`src/rtl/lcell_pkg.sv`:
```
package lcell_pkg;

    localparam int NSIDE   = 4;
    localparam int NPOOL   = 2 * NSIDE;
    localparam int SEL_W   = $clog2(NPOOL);
    localparam int RT_W    = 2;
    localparam int CFG_W   = 24;
    localparam int NCTX    = 2;
    localparam int IDX_W   = $clog2(NCTX);

    typedef enum logic [1:0] {
        YM_PASS = 2'd0,
        YM_INV  = 2'd1,
        YM_ZERO = 2'd2,
        YM_ONE  = 2'd3
    } ymode_t;

    typedef enum logic {
        CTX_ZERO = 1'b0,
        CTX_ONE  = 1'b1
    } ctx_state_t;

    typedef struct packed {
        logic [1:0]      spare;
        logic [RT_W-1:0] rt_w;
        logic [RT_W-1:0] rt_e;
        logic [RT_W-1:0] rt_s;
        logic [RT_W-1:0] rt_n;
        logic            reg_en;
        ymode_t          y3m;
        ymode_t          y2m;
        logic [SEL_W-1:0] x3s;
        logic [SEL_W-1:0] x2s;
        logic [SEL_W-1:0] x1s;
    } cfg_t;

    function automatic logic shape_bit(ymode_t m, logic x);
        case (m)
            YM_PASS: return x;
            YM_INV:  return ~x;
            YM_ZERO: return 1'b0;
            default: return 1'b1;
        endcase
    endfunction

endpackage

```
`src/rtl/lcell_ctx_store.sv`:
```
module lcell_ctx_store
    import lcell_pkg::*;
#(
    parameter int W = CFG_W
) (
    input  logic             clk,
    input  logic             rst_n,
    input  logic             ctx_sel,
    input  logic             cfg_we,
    input  logic [IDX_W-1:0] cfg_idx,
    input  logic [W-1:0]     cfg_data,
    output logic [W-1:0]     act_word,
    output logic             ctx_act
);

    logic [W-1:0] word_q [NCTX];
    ctx_state_t   cur_st;
    ctx_state_t   nxt_st;

    // both configuration words
    always_ff @(posedge clk or negedge rst_n) begin
        if (!rst_n) begin
            for (int i = 0; i < NCTX; i++) word_q[i] <= '0;
        end else if (cfg_we) begin
            for (int i = 0; i < NCTX; i++) begin
                if (cfg_idx == IDX_W'(i)) word_q[i] <= cfg_data;
            end
        end
    end

    // context state register
    always_ff @(posedge clk or negedge rst_n) begin
        if (!rst_n) cur_st <= CTX_ZERO;
        else        cur_st <= nxt_st;
    end

    // transitions: HOLD, SWITCH_UP, SWITCH_DOWN
    always_comb begin
        nxt_st = cur_st;
        unique case (cur_st)
            CTX_ZERO: if (ctx_sel)  nxt_st = CTX_ONE;
            CTX_ONE:  if (!ctx_sel) nxt_st = CTX_ZERO;
        endcase
    end

    // outputs
    always_comb begin
        act_word = word_q[0];
        ctx_act  = 1'b0;
        unique case (cur_st)
            CTX_ZERO: begin
                act_word = word_q[0];
                ctx_act  = 1'b0;
            end
            CTX_ONE: begin
                act_word = word_q[1];
                ctx_act  = 1'b1;
            end
        endcase
    end

endmodule

```
`src/rtl/lcell_core.sv`:
```
module lcell_core
    import lcell_pkg::*;
(
    input  logic             clk,
    input  logic             rst_n,
    input  logic             clr,
    input  logic [SEL_W-1:0] x1s,
    input  logic [SEL_W-1:0] x2s,
    input  logic [SEL_W-1:0] x3s,
    input  ymode_t           y2m,
    input  ymode_t           y3m,
    input  logic             reg_en,
    input  logic [NSIDE-1:0] nb_in,
    input  logic [NSIDE-1:0] far_in,
    output logic             f_comb,
    output logic             f_q,
    output logic             f_out
);

    logic [NPOOL-1:0] pool;
    logic x1, x2, x3, y2, y3;

    assign pool = {far_in, nb_in};

    always_comb begin
        x1     = pool[x1s];
        x2     = pool[x2s];
        x3     = pool[x3s];
        y2     = shape_bit(y2m, x2);
        y3     = shape_bit(y3m, x3);
        f_comb = x1 ? y2 : y3;
    end

    always_ff @(posedge clk or negedge rst_n) begin
        if (!rst_n)   f_q <= 1'b0;
        else if (clr) f_q <= 1'b0;
        else          f_q <= f_comb;
    end

    assign f_out = reg_en ? f_q : f_comb;

endmodule

```
`src/rtl/lcell_route.sv`:
```
module lcell_route
    import lcell_pkg::*;
(
    input  logic                      f,
    input  logic [NSIDE-1:0]          nb_in,
    input  logic [NSIDE-1:0][RT_W-1:0] rt_sel,
    output logic [NSIDE-1:0]          dir_out
);

    for (genvar d = 0; d < NSIDE; d++) begin : g_side
        logic [RT_W-1:0] k;
        logic [RT_W-1:0] src;
        always_comb begin
            k   = rt_sel[d] - RT_W'(1);
            src = (k < RT_W'(d)) ? k : k + RT_W'(1);
            if (rt_sel[d] == '0) dir_out[d] = f;
            else                 dir_out[d] = nb_in[src];
        end
    end

endmodule

```
`src/rtl/lcell_tile.sv`:
```
module lcell_tile
    import lcell_pkg::*;
(
    input  logic        clk,
    input  logic        rst_n,
    input  logic        clr,
    input  logic        ctx_sel,
    input  logic        cfg_we,
    input  logic        cfg_idx,
    input  logic [23:0] cfg_data,
    input  logic [3:0]  nb_in,
    input  logic [3:0]  far_in,
    output logic        cell_f,
    output logic [3:0]  dir_out
);

    logic [CFG_W-1:0]             act_word;
    logic                         ctx_act;
    cfg_t                         cw;
    logic                         f_comb;
    logic                         f_q;
    logic [NSIDE-1:0][RT_W-1:0]   rt_sel;
    logic [1:0]                   spare_unused;

    lcell_ctx_store #(.W(CFG_W)) u_store (
        .clk      (clk),
        .rst_n    (rst_n),
        .ctx_sel  (ctx_sel),
        .cfg_we   (cfg_we),
        .cfg_idx  (cfg_idx),
        .cfg_data (cfg_data),
        .act_word (act_word),
        .ctx_act  (ctx_act)
    );

    assign cw           = cfg_t'(act_word);
    assign spare_unused = cw.spare;
    assign rt_sel       = {cw.rt_w, cw.rt_e, cw.rt_s, cw.rt_n};

    lcell_core u_core (
        .clk    (clk),
        .rst_n  (rst_n),
        .clr    (clr),
        .x1s    (cw.x1s),
        .x2s    (cw.x2s),
        .x3s    (cw.x3s),
        .y2m    (cw.y2m),
        .y3m    (cw.y3m),
        .reg_en (cw.reg_en),
        .nb_in  (nb_in),
        .far_in (far_in),
        .f_comb (f_comb),
        .f_q    (f_q),
        .f_out  (cell_f)
    );

    lcell_route u_route (
        .f       (cell_f),
        .nb_in   (nb_in),
        .rt_sel  (rt_sel),
        .dir_out (dir_out)
    );

endmodule

```
`config.mk`:
```
export PLATFORM = sky130hd
export DESIGN_NAME = lcell_tile
export DESIGN_NICKNAME = d
export VERILOG_FILES = /design/src/rtl/lcell_pkg.sv /design/src/rtl/lcell_ctx_store.sv /design/src/rtl/lcell_core.sv /design/src/rtl/lcell_route.sv /design/src/rtl/lcell_tile.sv
export SDC_FILE = /design/constraint.sdc
export NUM_CORES = 1
export LEC_CHECK = 0
export CORE_ASPECT_RATIO = 0.7
export CORE_UTILIZATION = 26
export DETAILED_ROUTE_END_ITERATION = 10
export MAX_ROUTING_LAYER = met4
export PLACE_DENSITY_LB_ADDON = 0.1
export SETUP_SLACK_MARGIN = 0.4
export SYNTH_ARGS = -nofsm -noshare
export SYNTH_HDL_FRONTEND = slang
export SYNTH_HIERARCHICAL = 1
export SYNTH_SLANG_ARGS = --single-unit
```
`constraint.sdc`:
```
create_clock -name clk -period 3.8 [get_ports clk]
set_input_delay 0.76 -clock clk [delete_from_list [all_inputs] [get_ports clk]]
set_output_delay 0.76 -clock clk [all_outputs]
set_load 0.01 [all_outputs]
```
==> impl_metrics.py <==
metrics = {
    "critical_path": {
        "cp_common_cell": "buf_4",
        "cpPeakStageDelay_ps": 480,
        "end_kind": "primary output",
        "required_ps": 3040,
        "critPathKind": "register to primary output",
        "arrival_ps": 2860,
        "slowest_stage": "dfrtp_2",
        "crit_family": "multiplexers",
        "path_cells": "mux2_4 > mux4_2 > mux2i_4 > buf_4 > buf_4 > o311ai_2 > buf_4 > mux4_2 > buf_6",
        "cp_num_buf_inv": 4,
        "start_kind": "register",
        "crit_fanout": 6,
    },
    "power_and_ir_drop": {
        "p_clk_share_pct": 30.2,
        "internal_power_mw": 1.222,
        "power_density_nw_per_um2": 479.1,
        "p_sw_mw": 0.4151,
        "vdd_drop_max_uv": 202.7,
        "total_power_mw": 1.637,
        "p_sw_share_pct": 25.36,
        "power_leakage_nw": 1.484,
        "share_seq_of_total_power_pct": 36.7,
        "p_comb_share_pct": 33.2,
    },
    "sta": {
        "finClkSkew_ps": 6.328,
        "clock.fmax_ghz": 0.2761,
        "worstMarginPinSlew_ps": 1080,
        "rsz0062_at_grt": "true",
        "maxSlewViolCount": 0,
        "finalHoldViolations": 0,
        "slew_headroom_pct": 28.01,
        "post-route-min-period_ps": 3621,
        "worst_slack_ps": 178.7,
        "finalCritPeriodShare_pct": 95.30,
        "setup_viol": 0,
    },
    "global_route": {
        "grt_max_degree": 47,
        "grt_antenna_before_repair": 0,
        "first_global_vias": 1694,
        "grt_use_total_pct": 12.39,
        "overflow": 0,
        "grt_pass1_wl_um": 9239,
    },
    "floorplanning": {
        "core_sq_um": 9325,
        "start_util_pct": 27.57,
        "die_width_um": 120.9,
        "die_area_sq_um": 10300,
        "ios": 43,
        "rows": 29,
        "die_h_um": 85.20,
    },
    "final_layout": {
        "fin_util_pct": 36.64,
        "final_nets": 267,
        "drive_gt1_share_pct": 54.22,
        "syn_to_final_growth_pct": 32.90,
        "n_antenna_cell": 0,
    },
    "clocking": {
        "numCtsBuffers": 5,
        "clk_latency_ps": 290,
        "cts_tree": "yes",
        "htreeDepth": 2,
        "cts_sinks": 46,
        "clockBufferDepth": 2,
        "path_clk_slew_ps": 60,
        "hold_buffers": 0,
        "root_buffer": "clkbuf_16",
    },
    "logic_synthesis": {
        "synth_warnings": 6,
        "netlist_area_sq_um": 2571,
        "avgSynthCellArea_sq_um": 15.68,
        "synthCells": 164,
        "synth_nets": 207,
    },
    "place": {
        "gp_congestion": 0.7134,
        "io_buffer_count": 40,
        "hpwl_um": 4020,
        "post-place-ws_ps": -417.4,
    },
    "detailed_routing": {
        "via_per_inst": 4.364,
        "routedWlPerCell_um": 16.00,
        "first_pass_iters": 4,
        "vias": 1523,
        "drcViolationCount": 0,
        "drt-total-wl_um": 5583,
        "drtIter0Drc": 40,
        "ant_nets": 0,
    },
    "run": {
        "drv_cap": 0,
    },
    "hold_path": {
        "hold_class": "register to register",
    },
    "run_status": {
        "outcome": "finished clean",
    },
}
-- sequential cells by signal (all words and copies together) (netlist names) --
name / cells
u_store/word_q: 44
u_store/cur_st: 1
u_core/f_q: 1
-- timing repair --
action | in CTS | in global routing
endpoints found under the hold margin | 0 | 0
resized for setup | 24 | 26
pin swaps | 1 | 3
setup endpoints to repair | 5 | 5
setup buffers | 3 | 5
-- cell type report --
class | instances | area (sq um)
fillers | 900 | 5908
well taps | 124 | 155.1
clock inverters | 1 | 30.03
flip-flops and latches | 46 | 1152
repair buffers | 61 | 563.0
inverters | 6 | 22.52
multi-input cells | 104 | 1361
clock buffers | 7 | 132.6
-- final timing paths --
| kind | from | endpoint | slack, ps | depth (start not counted) |
|---|---|---|---|---|
| hold / removal | u_store/word_q[13] | u_store/word_q[13] | 500 | 1 |
| max in group asynchronous | rst_n | u_store/cur_st | 2410 | 1 |
| setup / recovery | u_store/cur_st | dir_out[3] | 180 | 9 |
| hold reg to reg | u_store/word_q[13] | u_store/word_q[13] | 500 | 1 |
| min in group asynchronous | rst_n | u_store/word_q[29] | 670 | 1 |
| setup reg to reg | u_store/cur_st | u_core/f_q | 1710 | 9 |
-- cells in the final DEF, fill, tap and decap left out, drive strengths merged --
master and n:
bufinv 1, dfrtp 46, clkbuf 8, clkdlybuf4s50 26, xor2 1, o22ai 1, or2 1, mux2i 3
nand3b 1, nor2b 1, nand2b 1, dlygate4sd2 8, nor2 3, o311ai 1, xnor2 3, inv 6
mux2 70, ha 5, nand2 3, buf 26, mux4 10
-- power by group through the flow --
stage,sequential [mW],clock (mW),combinational [mW]
finish,0.600,0.494,0.543
global route,0.610,0.537,0.589
CTS,0.600,0.516,0.501
detailed placement,0.609,0,0.501
global placement,0.604,0,0.492
floorplan,0.594,0,0.324
-- routing by layer --
| metal | wire length (um) | global-route usage, % |
|---|---|---|
| met5 | 0 | - |
| met4 | 76 | 4.377 |
| met3 | 214 | 3.495 |
| met2 | 2523 | 17.71 |
| met1 | 2768 | 16.66 |
-- worst reg2reg max path: cells and delay by family (launching register included) --
kind                   cells  cell delay (ps)
buffers and inverters      5              680
AOI/OAI and AO/OA          1              150
and+or+nand+nor            1              200
muxes                      2              510
DFF                        1              480
-- through the flow --
step / setup TNS, ps / cells / instance area [sq um] / hold slack [ps]
2_1_floorplan: 0 / 164 / 2579 / 464.4
5_1_grt: 0 / 349 / 3417 / 523.0
4_1_cts: 0 / 344 / 3318 / 507.3
3_5_place_dp: -1568 / 333 / 3138 / 490.2
3_3_place_gp: -1428 / 333 / 3138 / 485.0
6_report: 0 / 349 / 3417 / 504.1
No activity file was read; power rests on OpenSTA's default activity.
